[config.mk]
export PLATFORM = sky130hd
export DESIGN_NAME = sdram_mode_capture
export DESIGN_NICKNAME = d
export VERILOG_FILES = /design/src/rtl/mrc_pkg.sv /design/src/rtl/mrc_cmd_decode.sv /design/src/rtl/mrc_guard_timer.sv /design/src/rtl/mrc_field_check.sv /design/src/rtl/sdram_mode_capture.sv
export SDC_FILE = /design/constraint.sdc
export NUM_CORES = 1
export LEC_CHECK = 0
export ABC_AREA = 1
export ABC_CLOCK_PERIOD_IN_PS = 1400
export BUFFER_PORTS_ARGS = -buffer_cell sky130_fd_sc_hd__buf_2
export CAP_MARGIN = 10
export CORE_UTILIZATION = 44
export DETAILED_ROUTE_END_ITERATION = 6
export GPL_TIMING_DRIVEN = 0
export PLACE_DENSITY = 0.86
export SETUP_SLACK_MARGIN = 0.4
export SLEW_MARGIN = 20
export SYNTH_ARGS = -nofsm -noshare
export SYNTH_HDL_FRONTEND = slang
export SYNTH_SLANG_ARGS = --single-unit
[constraint.sdc]
create_clock -name clk -period 1.4 [get_ports clk]
set_clock_uncertainty 0.15 [all_clocks]
set_input_delay 0.21 -clock clk [delete_from_list [all_inputs] [get_ports clk]]
set_output_delay 0.21 -clock clk [all_outputs]
set_load 0.05 [all_outputs]
[src/rtl/mrc_pkg.sv]
package mrc_pkg;

   typedef struct packed {
      logic [3:0] beats;
      logic       interleave;
      logic [2:0] cas_lat;
      logic       test_mode;
      logic       dll_rst;
   } mr_fields_t;

   typedef struct packed {
      logic       dll_en;
      logic [1:0] drive;
   } emr_fields_t;

   // burst code to beat count; 0 marks a reserved code
   function automatic logic [3:0] burst_code_to_beats(input logic [2:0] code);
      logic [3:0] beats;
      case (code)
         3'b001:  beats = 4'd2;
         3'b010:  beats = 4'd4;
         3'b011:  beats = 4'd8;
         default: beats = 4'd0;
      endcase
      return beats;
   endfunction

endpackage

[src/rtl/mrc_cmd_decode.sv]
module mrc_cmd_decode (
   input  logic clk,
   input  logic rst_n,
   input  logic cke,
   input  logic cs_n,
   input  logic ras_n,
   input  logic cas_n,
   input  logic we_n,
   output logic load_attempt
);

   logic cke_prev;

   always_ff @(posedge clk or negedge rst_n) begin
      if (!rst_n) cke_prev <= 1'b0;
      else        cke_prev <= cke;
   end

   always_comb begin
      load_attempt = cke & cke_prev & ~cs_n & ~ras_n & ~cas_n & ~we_n;
   end

endmodule

[src/rtl/mrc_guard_timer.sv]
module mrc_guard_timer #(
   parameter int unsigned TMRD = 2
) (
   input  logic clk,
   input  logic rst_n,
   input  logic start,
   output logic busy
);

   localparam int unsigned CW = (TMRD > 2) ? $clog2(TMRD) : 1;
   localparam logic [CW-1:0] RELOAD = CW'(TMRD - 1);

   logic [CW-1:0] remain;

   always_ff @(posedge clk or negedge rst_n) begin
      if (!rst_n)               remain <= '0;
      else if (start)           remain <= RELOAD;
      else if (remain != '0)    remain <= remain - 1'b1;
   end

   always_comb begin
      busy = (remain != '0);
   end

endmodule

[src/rtl/mrc_field_check.sv]
module mrc_field_check
   import mrc_pkg::*;
#(
   parameter int unsigned ADDR_W  = 12,
   parameter logic [2:0]  CL_CODE = 3'b011
) (
   input  logic [1:0]        ba,
   input  logic [ADDR_W-1:0] addr,
   output mr_fields_t        mr_next,
   output emr_fields_t       emr_next,
   output logic              sel_ext,
   output logic              fields_ok
);

   localparam int unsigned MR_RFU_LO = 9;

   logic [ADDR_W-1:0] mr_rfu_hit;
   logic [ADDR_W-1:0] emr_rfu_hit;
   logic              burst_ok;
   logic              lat_ok;
   logic              mr_ok;
   logic              emr_ok;

   // per-bit reserved masks built from the address width
   for (genvar i = 0; i < ADDR_W; i++) begin : g_rfu
      if (i >= MR_RFU_LO) begin : g_mr_res
         assign mr_rfu_hit[i] = addr[i];
      end else begin : g_mr_use
         assign mr_rfu_hit[i] = 1'b0;
      end
      if (i == 0 || i == 1 || i == 6) begin : g_emr_use
         assign emr_rfu_hit[i] = 1'b0;
      end else begin : g_emr_res
         assign emr_rfu_hit[i] = addr[i];
      end
   end

   always_comb begin
      mr_next.beats      = burst_code_to_beats(addr[2:0]);
      mr_next.interleave = addr[3];
      mr_next.cas_lat    = addr[6:4];
      mr_next.test_mode  = addr[7];
      mr_next.dll_rst    = addr[8];

      emr_next.dll_en    = ~addr[0];
      emr_next.drive     = {addr[6], addr[1]};

      burst_ok  = (mr_next.beats != 4'd0);
      lat_ok    = (addr[6:4] == CL_CODE);
      mr_ok     = burst_ok & lat_ok & ~ba[1] & ~(|mr_rfu_hit);
      emr_ok    = ~ba[1] & ~(|emr_rfu_hit);
      sel_ext   = ba[0];
      fields_ok = sel_ext ? emr_ok : mr_ok;
   end

endmodule

[src/rtl/sdram_mode_capture.sv]
module sdram_mode_capture
   import mrc_pkg::*;
#(
   parameter int unsigned ADDR_W  = 12,
   parameter int unsigned TMRD    = 2,
   parameter logic [2:0]  CL_CODE = 3'b011
) (
   input  logic              clk,
   input  logic              rst_n,
   input  logic              cke,
   input  logic              cs_n,
   input  logic              ras_n,
   input  logic              cas_n,
   input  logic              we_n,
   input  logic [1:0]        ba,
   input  logic [ADDR_W-1:0] addr,
   input  logic              banks_idle,
   output logic [3:0]        burst_beats,
   output logic              burst_interleave,
   output logic [2:0]        cas_latency,
   output logic              test_mode,
   output logic              dll_reset,
   output logic              dll_enable,
   output logic [1:0]        drive_code,
   output logic              mr_valid,
   output logic              emr_valid,
   output logic              cfg_err,
   output logic              busy
);

   if (ADDR_W < 9) begin : g_bad_width
      $error("sdram_mode_capture: ADDR_W must cover bit 8");
   end
   if (TMRD < 2) begin : g_bad_tmrd
      $error("sdram_mode_capture: TMRD must be at least 2");
   end

   logic        load_attempt;
   logic        sel_ext;
   logic        fields_ok;
   logic        accept;
   mr_fields_t  mr_next;
   emr_fields_t emr_next;
   mr_fields_t  mr_q;
   emr_fields_t emr_q;
   logic        mr_v_q;
   logic        emr_v_q;
   logic        err_q;

   mrc_cmd_decode u_dec (
      .clk          (clk),
      .rst_n        (rst_n),
      .cke          (cke),
      .cs_n         (cs_n),
      .ras_n        (ras_n),
      .cas_n        (cas_n),
      .we_n         (we_n),
      .load_attempt (load_attempt)
   );

   mrc_field_check #(
      .ADDR_W  (ADDR_W),
      .CL_CODE (CL_CODE)
   ) u_chkf (
      .ba        (ba),
      .addr      (addr),
      .mr_next   (mr_next),
      .emr_next  (emr_next),
      .sel_ext   (sel_ext),
      .fields_ok (fields_ok)
   );

   mrc_guard_timer #(
      .TMRD (TMRD)
   ) u_tmr (
      .clk   (clk),
      .rst_n (rst_n),
      .start (accept),
      .busy  (busy)
   );

   always_comb begin
      accept = load_attempt & ~busy & banks_idle & fields_ok;
   end

   always_ff @(posedge clk or negedge rst_n) begin
      if (!rst_n) begin
         mr_q    <= '0;
         emr_q   <= '0;
         mr_v_q  <= 1'b0;
         emr_v_q <= 1'b0;
         err_q   <= 1'b0;
      end else begin
         if (load_attempt) err_q <= ~accept;
         if (accept) begin
            if (sel_ext) begin
               emr_q   <= emr_next;
               emr_v_q <= 1'b1;
            end else begin
               mr_q    <= mr_next;
               mr_v_q  <= 1'b1;
            end
         end
      end
   end

   always_comb begin
      burst_beats      = mr_q.beats;
      burst_interleave = mr_q.interleave;
      cas_latency      = mr_q.cas_lat;
      test_mode        = mr_q.test_mode;
      dll_reset        = mr_q.dll_rst;
      dll_enable       = emr_q.dll_en;
      drive_code       = emr_q.drive;
      mr_valid         = mr_v_q;
      emr_valid        = emr_v_q;
      cfg_err          = err_q;
   end

endmodule

==> impl_metrics.py, run 1 <==
metrics = {
    "outcome": {
        "outcome": "finished, violations left",
        "violations": "DRC, setup timing",
    },
    "synth": {
        "yosysTopAreaCell": "dfrtp_1",
        "synth_top_area_share": 0.526,
        "syn-num-nets": 114,
        "ys_top_cells_by_area": "dfrtp_1 (53%), nand2_1 (12%), inv_1 (7.4%), o21ai_2 (6.5%), nand3_1 (4.3%)",
        "syn_area_um2": 808,
        "syn_area_per_cell_um2": 8.79,
        "ys_warn_count": 0,
        "syn_inst": 92,
        "yosysUniqueCellTypes": 17,
        "yosys_register_bits": 17,
        "ys_seq_area_frac": 0.526,
    },
    "critical_path": {
        "cp.required_ns": 1.45,
        "reg2reg_from": "u_tmr.busy",
        "regToRegEndpoint": "dll_enable",
        "cp-start-kind": "register",
        "critical_path.max_fanout": 4,
        "crit_type": "reg -> reg",
        "reg2reg_depth": 6,
        "cp.arrival_ns": 1.49,
        "end_kind": "register",
        "ff2ff_setup_slack_ns": -0.04,
    },
    "finish": {
        "drive_gt1_frac": 0.469,
        "syn_to_final_growth_pct": 53.3,
        "fin_area_mm2": 0.00124,
        "fin_nets": 166,
        "layout.cells.non_filler": 168,
        "diodes": 0,
        "fin_util": 0.717,
    },
    "timing": {
        "period_needed_ns": 1.44,
        "post-route-period-util": 1.03,
        "slew_viol_final": 0,
        "layout_setup_ws_ns": -0.0404,
        "grt_setup_unrepaired": "yes",
        "whs_ns": 0.0139,
        "hold_viol": 0,
        "setup_viol": 3,
        "tns_ns": -0.0695,
        "fmax_ghz": 0.694,
    },
    "power": {
        "ir_worst_vdd_mv": 0.450,
        "finalPower_mw": 0.871,
        "pwr_density_cell_mw_per_mm2": 703,
        "p_leak_nw": 0.681,
    },
    "route": {
        "drt_iter0_markers": 20,
        "wl_per_cell_um": 12.0,
        "drc": 1,
        "drt-vias-per-instance": 4.65,
        "ant_nets": 0,
        "routed_wirelength_mm": 2.02,
        "dr.pass1.iters": 6,
        "via_count": 782,
    },
    "cts": {
        "clk_pin_slew_ns": 0.10,
        "htree_levels": 1,
        "cts_buffer_depth": 2,
        "clk_latency_ns": 0.30,
        "clockRootBuffer": "clkbuf_4",
        "numCtsBuffers": 3,
        "cts_tree": "done",
        "clock-sinks": 17,
    },
    "global_route": {
        "grt_first_pass_wirelength_mm": 2.90,
        "antenna_found_initial": 0,
        "grt_pass1_vias": 676,
        "grt_max_degree": 18,
        "overflow": 0,
        "grt_usage": 0.211,
    },
    "min_path": {
        "worstHoldStart": "addr[7]",
        "hold_path_depth": 3,
        "hp-class": "in -> reg",
        "hold_end": "test_mode",
    },
    "floorplanning": {
        "design.core.area_mm2": 0.00173,
        "ios": 39,
        "rows": 15,
        "die_h_um": 44.9,
        "initial_utilization": 0.468,
        "die_area_mm2": 0.00201,
        "die_x_um": 44.9,
    },
    "placement": {
        "dpl_cell_area_mm2": 0.00103,
        "port_buffers": 37,
        "gp_congestion": 0.772,
        "numPlacedInstances": 154,
        "detailed_place_hpwl_mm": 1.32,
        "post-place-ws_ns": 0.0133,
    },
    "job": {
        "max_cap_viol_count": 0,
    },
}
[power breakdown]
group	total, mW	switching, mW	internal (mW)	leakage (nW)
Combinational	0.103	0.0598	0.0430	0.456
Sequential	0.494	0.00121	0.493	0.207
Clock	0.274	0.167	0.107	0.0177
Total	0.871	0.229	0.643	0.681
[cells by family after synthesis]
logic type	count (synthesis)	share of synthesized area
DFF	17	0.526
buffers and inverters	18	0.0975
and+or+nand+nor	49	0.300
AOI/OAI and AO/OA	7	0.0712
other	1	0.00464
[worst max-delay path by stage]
| stage | from | to | slack (ns) | cells after the start |
|---|---|---|---|---|
| global placement | u_tmr.busy | cas_latency[2] | 0.03 | 7 |
| CTS | u_tmr.busy | dll_enable | -0.004 | 6 |
| global route | u_tmr.busy | dll_enable | -0.11 | 6 |
| floorplan | u_tmr.busy | cas_latency[2] | -0.08 | 7 |
| finish | u_tmr.busy | dll_enable | -0.04 | 6 |
| detailed placement | u_tmr.busy | cas_latency[2] | 0.01 | 7 |
[Yosys cell counts (all sizes together)]
master,count
nand4,1
inv,16
or2,1
dfrtp,17
buf,2
nor2,11
nand2,27
conb,1
o21ai,7
nand3,9
[placed cells by master (no fill, tap or decap)]
cell type / n
dfrtp_1: 16
nand3_4: 1
or2_2: 1
inv_1: 16
nand3_2: 1
nor2_2: 2
nand3_1: 7
nor2_4: 2
dfrtp_2: 1
clkbuf_4: 3
o21ai_2: 7
buf_6: 16
dlygate4sd3_1: 4
buf_4: 7
conb_1: 1
nand2_2: 3
buf_2: 22
nand2_1: 24
nand4_1: 1
clkinv_2: 1
nor2_1: 7
[worst max-delay path, stage by stage, from the launching register on]
cell and delay [ns]:
dfrtp_2 0.41, nor2_1 0.09, nand3_1 0.11, nor2_4 0.15
nand4_1 0.21, nand2_1 0.16, nand2_1 0.06
[layer usage]
metal | part of all wire | wire length [um] | track usage
met5 | 0 | 0 | 0
met1 | 0.39 | 784 | 0.225
met2 | 0.51 | 1030 | 0.365
met3 | 0.063 | 127 | 0.0640
met4 | 0.036 | 73 | 0.127
[area by class of cell]
type,instances,area (um2)
Timing Repair Buffer,47,364
Tap cell,25,31.3
Fill cell,136,488
Clock inverter,1,5.00
Sequential cell,17,427
Multi-Input combinational cell,57,310
Clock buffer,3,22.5
Buffer,2,18.8
Inverter,16,60.1
[repair_timing]
action                                  4_1_cts  5_1_grt
gates resized for setup                      30        2
hold buffers                                  2        2
pin swaps                                     2        4
endpoints found under the setup margin       32       32
endpoints found under the hold margin        18        2
setup buffers                                 2        4
No activity file was read; power rests on OpenSTA's default activity.
==> run 2, diff against run 1 <==
--- a/config.mk
+++ b/config.mk
@@ -5,14 +5,14 @@
 export SDC_FILE = /design/constraint.sdc
 export NUM_CORES = 1
 export LEC_CHECK = 0
-export ABC_AREA = 1
+export ABC_AREA = 0
 export ABC_CLOCK_PERIOD_IN_PS = 1400
 export BUFFER_PORTS_ARGS = -buffer_cell sky130_fd_sc_hd__buf_2
 export CAP_MARGIN = 10
-export CORE_UTILIZATION = 44
+export CORE_UTILIZATION = 43
 export DETAILED_ROUTE_END_ITERATION = 6
 export GPL_TIMING_DRIVEN = 0
-export PLACE_DENSITY = 0.86
+export PLACE_DENSITY = 0.85
 export SETUP_SLACK_MARGIN = 0.4
 export SLEW_MARGIN = 20
 export SYNTH_ARGS = -nofsm -noshare
==> run 2 against run 1 <==
  * The run still ends with DRC, setup timing left
  * Synthesized cell count fell by 42%
  * Non-clock buffer count up 2
  * Synthesized area down 5.7%
  * Total power is 1.8% higher
  * Worst hold slack worse by 0.0076 ns
  * Sequential cell count unchanged
  * First-iteration DRC count down 40%
  * Clock power down 7%
  * Design area fell by 1.5%
  * Critical path depth shrank 2
  * Setup slack got worse by 0.25 ns
  * Highest routed layer is now met3
==> impl_metrics.py, run 2 <==
metrics = {
    "synth": {
        "synthXorXnorAreaFrac": 0,
        "syn_inst": 53,
        "synth_top_area_share": 0.558,
        "yosysUniqueCellTypes": 22,
        "synth_edf_count": 0,
        "syn_area_per_cell_um2": 14.4,
        "syn-num-nets": 75,
        "ys_top_cells_by_area": "dfrtp_1 (56%), mux2_4 (12%), or2_2 (3.3%), mux2_2 (3.0%), nor3b_1 (3.0%)",
        "ys_seq_area_frac": 0.558,
        "syn_area_um2": 762,
        "yosys_register_bits": 17,
        "synthArstFlopShare": 1.00,
        "ys_warn_count": 0,
        "synth_top_family_by_area": "simple AND/OR/NAND/NOR gates",
        "yosysMostFrequentCell": "dfrtp_1",
        "synth_mux_area_frac": 0.148,
        "synth-compound-area-share": 0.0296,
        "synthSimpleGateAreaFrac": 0.250,
        "synthAdderAreaFrac": 0,
        "yosysTopAreaCell": "dfrtp_1",
        "synthTopCellsByCount": "dfrtp_1 (17), mux2_4 (6), nor2_1 (4), or2_2 (4), nor3b_1 (3)",
        "ys.flop_type": "dfrtp_1",
    },
    "finish": {
        "layout_common_cells": "buf_2 (22), dfrtp_1 (16), buf_6 (16), buf_4 (11), mux2_4 (8)",
        "drive_gt1_frac": 0.673,
        "fin_area_mm2": 0.00122,
        "multi_input_area_um2": 353,
        "regArea_um2": 427,
        "diodes": 0,
        "fin_nets": 130,
        "syn_to_final_growth_pct": 60.1,
        "fillers": 97,
        "final_common_cell": "buf_2",
        "layout.cells.non_filler": 123,
    },
    "global_route": {
        "grt_max_degree": 18,
        "grt_first_pass_wirelength_mm": 2.57,
        "grt_pass1_vias": 590,
        "grt_usage": 0.183,
        "antenna_found_initial": 0,
        "overflow": 0,
    },
    "floorplanning": {
        "die_h_um": 44.1,
        "rows": 14,
        "die_area_mm2": 0.00194,
        "design.core.area_mm2": 0.00158,
        "die_x_um": 44.1,
        "initial_utilization": 0.483,
        "ios": 39,
    },
    "route": {
        "ant_nets": 0,
        "wl_per_cell_um": 13.4,
        "drc": 1,
        "dr.pass1.iters": 7,
        "routed_wirelength_mm": 1.65,
        "via_count": 616,
        "drt-vias-per-instance": 5.01,
        "drt_iter0_markers": 12,
    },
    "min_path": {
        "hold_path_depth": 2,
        "hold_end": "dll_enable",
        "worstHoldStart": "addr[0]",
        "hp-class": "in -> reg",
    },
    "critical_path": {
        "cp-start-kind": "register",
        "slowest_delay_ns": 0.43,
        "ff2ff_setup_slack_ns": -0.29,
        "crit_buf_inv": 0,
        "cp.arrival_ns": 1.72,
        "cp.required_ns": 1.42,
        "reg2reg_depth": 4,
        "crit_family": "simple AND/OR/NAND/NOR gates",
        "crit_slowest_cell": "dfrtp_2",
        "reg2reg_from": "u_tmr.busy",
        "critical_path.max_fanout": 7,
        "regToRegEndpoint": "burst_beats[1]",
        "crit_type": "reg -> reg",
        "cp_cell_sequence": "nor4b_4, nand4_4, nor2_8, mux2_4",
        "end_kind": "register",
    },
    "timing": {
        "slew_viol_final": 0,
        "period_needed_ns": 1.69,
        "layout_setup_ws_ns": -0.293,
        "tns_ns": -3.22,
        "hold_viol": 0,
        "grt_setup_unrepaired": "yes",
        "setup_viol": 14,
        "post-route-period-util": 1.21,
        "whs_ns": 0.00626,
        "fmax_ghz": 0.591,
    },
    "job": {
        "max_cap_viol_count": 0,
    },
    "cts": {
        "clockRootBuffer": "clkbuf_4",
        "htree_levels": 1,
        "clock-sinks": 17,
        "clk_pin_slew_ns": 0.10,
        "cts_buffer_depth": 2,
        "numCtsBuffers": 3,
        "cts_tree": "done",
        "clk_latency_ns": 0.28,
    },
    "placement": {
        "gp_congestion": 0.748,
        "detailed_place_hpwl_mm": 1.17,
        "port_buffers": 37,
        "numPlacedInstances": 106,
        "dpl_cell_area_um2": 980,
    },
    "power": {
        "ir_worst_vdd_mv": 0.463,
        "p_leak_nw": 0.666,
        "pwr_density_cell_mw_per_mm2": 727,
    },
    "outcome": {
        "violations": "DRC, setup timing",
        "outcome": "finished, violations left",
    },
}
run 2: cell count changes in the layout (fill, tap and decap cells not counted), moves of 2 or more:
| cell | before | now |
|---|---|---|
| mux2_4 | 0 | 8 |
| buf_4 | 7 | 11 |
| nand3_1 | 7 | 0 |
| nor2_1 | 7 | 3 |
| nand2_1 | 24 | 1 |
| nor2_2 | 2 | 0 |
| nand2_2 | 3 | 0 |
| a21oi_1 | 0 | 2 |
| dlygate4sd3_1 | 4 | 2 |
| or2_2 | 1 | 4 |
| inv_1 | 16 | 0 |
| o21ai_2 | 7 | 0 |
| nor3b_1 | 0 | 3 |
run 2: final cells by class:
cell class	instances	area share
buffer	1	0.00615
clock buffer	3	0.0185
clock inverter	1	0.00410
multi-input combinational	35	0.289
sequential	17	0.350
tap	16	0.0164
timing repair buffer	50	0.316
run 2: report_power, final:
| group | internal, mW | total (mW) | leakage, nW | switching [mW] |
|---|---|---|---|---|
| Clock | 0.106 | 0.256 | 0.0177 | 0.150 |
| Sequential | 0.499 | 0.504 | 0.231 | 0.00529 |
| Combinational | 0.0529 | 0.127 | 0.417 | 0.0743 |
run 2: cells by family (layout without fill, tap and decap cells):
logic type | Yosys count | after routing
AO/OA/AOI/OAI | 4 | 4
AND/OR/NAND/NOR | 22 | 22
other | 1 | 1
buffers and inverters | 1 | 55
multiplexers | 8 | 8
flip-flops | 17 | 17
run 2: worst max path at each step:
stage | startpoint | to | slack, ns | cells after the start
global route | u_tmr.busy | burst_beats[2] | -0.36 | 4
global placement | ba[0] | test_mode | -0.35 | 5
CTS | u_tmr.busy | burst_beats[2] | -0.31 | 4
finish | u_tmr.busy | burst_beats[1] | -0.29 | 4
floorplan | u_tmr.busy | drive_code[0] | -0.36 | 4
detailed placement | ba[0] | burst_beats[2] | -0.36 | 5
run 2: metrics by stage:
stage          power (mW)  utilization  worst slack (ns)
3_5_place_dp        0.627        0.621            -0.358
5_1_grt             0.928        0.774            -0.358
4_1_cts             0.896        0.747            -0.314
3_3_place_gp        0.622        0.621            -0.355
2_1_floorplan       0.566            -            -0.361
6_report            0.887        0.774            -0.293
run 2: repair_timing:
| item | in CTS | in global routing |
|---|---|---|
| setup endpoints to repair | 32 | 32 |
| hold buffers | 2 | 0 |
| hold endpoints to repair | 19 | 0 |
| pin swaps | 2 | 2 |
| buffers inserted | 7 | 4 |
| resized for setup | 31 | 3 |
run 2: metal layers:
| metal | share of wire | GRT usage | wire length [um] | vias to the layer above |
|---|---|---|---|---|
| li1 | - | - | - | 294 |
| met3 | 0.059 | 0.0408 | 97 | 0 |
| met4 | 0 | 0.0364 | 0 | 0 |
| met5 | 0 | 0 | 0 | - |
| met1 | 0.40 | 0.220 | 666 | 300 |
| met2 | 0.54 | 0.335 | 887 | 22 |
==> run 3, diff against run 2 <==
--- a/config.mk
+++ b/config.mk
@@ -6,7 +6,7 @@
 export NUM_CORES = 1
 export LEC_CHECK = 0
 export ABC_AREA = 0
-export ABC_CLOCK_PERIOD_IN_PS = 1400
+export ABC_CLOCK_PERIOD_IN_PS = 1800
 export BUFFER_PORTS_ARGS = -buffer_cell sky130_fd_sc_hd__buf_2
 export CAP_MARGIN = 10
 export CORE_UTILIZATION = 43
@@ -14,6 +14,7 @@
 export GPL_TIMING_DRIVEN = 0
 export PLACE_DENSITY = 0.85
 export SETUP_SLACK_MARGIN = 0.4
+export SKIP_LAST_GASP = 1
 export SLEW_MARGIN = 20
 export SYNTH_ARGS = -nofsm -noshare
 export SYNTH_HDL_FRONTEND = slang
==> constraint.sdc (replaced) <==
create_clock -name clk -period 1.8 [get_ports clk]
set_clock_uncertainty 0.15 [all_clocks]
set_input_delay 0.27 -clock clk [delete_from_list [all_inputs] [get_ports clk]]
set_output_delay 0.27 -clock clk [all_outputs]
set_load 0.05 [all_outputs]
==> run 3 against run 2 <==
  * Combinational power down 28%
  * Total power down 23%
  * Design area down 13%
  * Sequential share of layout area up 5.3 points
  * The flow finishes with violations (DRC)
  * Utilization down 10 points
  * Sequential cell count unchanged
  * Highest routed layer is now met4
  * Sequential power down 23%
  * Clock power down 21%
  * Final cell count down 7.3%
  * Critical path depth unchanged
  * Largest cell class unchanged
==> impl_metrics.py, run 3 (synthesis gave the netlist of run 2 again) <==
metrics = {
    "finish": {
        "diodes": 0,
        "layout.cells.non_filler": 114,
        "fin_area_mm2": 0.00106,
        "fin_nets": 121,
        "layout_common_cells": "buf_2 (37), dfrtp_1 (16), mux2_4 (8), or2_2 (4)",
        "drive_gt1_frac": 0.643,
        "syn_to_final_growth_pct": 38.9,
        "fin_util": 0.671,
        "fillers": 126,
        "final_common_cell": "buf_2",
    },
    "power": {
        "pwr_density_cell_mw_per_mm2": 645,
        "p_leak_nw": 0.607,
        "finalPower_mw": 0.683,
        "ir_worst_vdd_mv": 0.370,
    },
    "global_route": {
        "grt_pass1_vias": 526,
        "overflow": 0,
        "grt_max_degree": 18,
        "grt_first_pass_wirelength_mm": 2.33,
        "antenna_found_initial": 0,
        "grt_usage": 0.166,
    },
    "job": {
        "max_cap_viol_count": 0,
    },
    "route": {
        "wl_per_cell_um": 13.0,
        "dr.pass1.iters": 5,
        "routed_wirelength_mm": 1.48,
        "drt_iter0_markers": 9,
        "via_count": 566,
        "ant_nets": 0,
        "drc": 3,
        "drt-vias-per-instance": 4.96,
    },
    "cts": {
        "cts_tree": "done",
        "clk_latency_ns": 0.28,
        "clockRootBuffer": "clkbuf_4",
        "htree_levels": 1,
        "clk_pin_slew_ns": 0.10,
        "cts_buffer_depth": 2,
        "clock-sinks": 17,
        "numCtsBuffers": 3,
    },
    "floorplanning": {
        "design.core.area_mm2": 0.00158,
        "rows": 14,
        "initial_utilization": 0.483,
        "die_x_um": 44.1,
        "die_area_mm2": 0.00194,
        "ios": 39,
        "die_h_um": 44.1,
    },
    "critical_path": {
        "cp.required_ns": 1.83,
        "end_kind": "register",
        "critical_path.max_fanout": 7,
        "cp-start-kind": "register",
        "cp.arrival_ns": 1.72,
        "crit_type": "reg -> reg",
    },
    "timing": {
        "slew_viol_final": 0,
        "layout_setup_ws_ns": 0.108,
        "grt_setup_unrepaired": "yes",
        "setup_viol": 0,
        "post-route-period-util": 0.940,
        "fmax_ghz": 0.591,
        "period_needed_ns": 1.69,
        "hold_viol": 0,
    },
    "outcome": {
        "violations": "DRC",
        "outcome": "finished, violations left",
    },
    "placement": {
        "port_buffers": 37,
        "post-place-ws_ns": -0.0177,
        "gp_congestion": 0.748,
        "detailed_place_hpwl_mm": 1.17,
        "numPlacedInstances": 106,
        "dpl_cell_area_um2": 980,
    },
    "min_path": {
        "hp-class": "in -> reg",
    },
}
## run 3: per-layer routing
metal,up-vias,share of wire,track usage
li1,275,-,-
met1,265,0.43,0.213
met2,24,0.50,0.288
met3,2,0.070,0.0367
met4,0,0.0054,0.0364
met5,-,0,0
## run 3: layout make-up
class,count,area (um2),area share
Timing Repair Buffer,41,224,0.212
Multi-Input combinational cell,35,353,0.333
Tap cell,16,20.0,0.0189
Clock inverter,1,5.00,0.00473
Sequential cell,17,427,0.403
Buffer,1,7.51,0.00709
Clock buffer,3,22.5,0.0213
## run 3: metrics by stage
step                hold slack (ns)  setup TNS [ns]
floorplan                    -0.176               0
global placement             0.0504         -0.0732
detailed placement           0.0567         -0.0766
CTS                          0.0588               0
global route                 0.0620               0
finish                       0.0656               0
## run 3: where the power goes
| group | switching (mW) | internal (mW) |
|---|---|---|
| combinational | 0.0569 | 0.0349 |
| clock | 0.118 | 0.0825 |
| sequential | 0.00261 | 0.388 |
## run 3: timing repair
action	in CTS	in global routing
setup buffers	2	0
hold buffers	2	0
endpoints found under the hold margin	18	0
gates resized for setup	1	3
endpoints found under the setup margin	15	16
pin swaps	2	2
## run 3: worst max-delay path, cell delays in order, from the launching register on
cell     delay (ns)
dfrtp_2        0.43
nor4b_4        0.26
nand4_4        0.20
nor2_8         0.22
mux2_4         0.32
## run 3: final timing paths
check,start,endpoint,cells after the start,slack [ns]
setup / recovery,u_tmr.busy,burst_beats[1],4,0.11
hold / removal,addr[0],dll_enable,2,0.07
setup reg to reg,u_tmr.busy,burst_beats[1],4,0.11
hold reg to reg,mr_valid,mr_valid,1,0.32
max in group asynchronous,rst_n,u_tmr.busy,2,0.95
min in group asynchronous,rst_n,test_mode,2,0.27
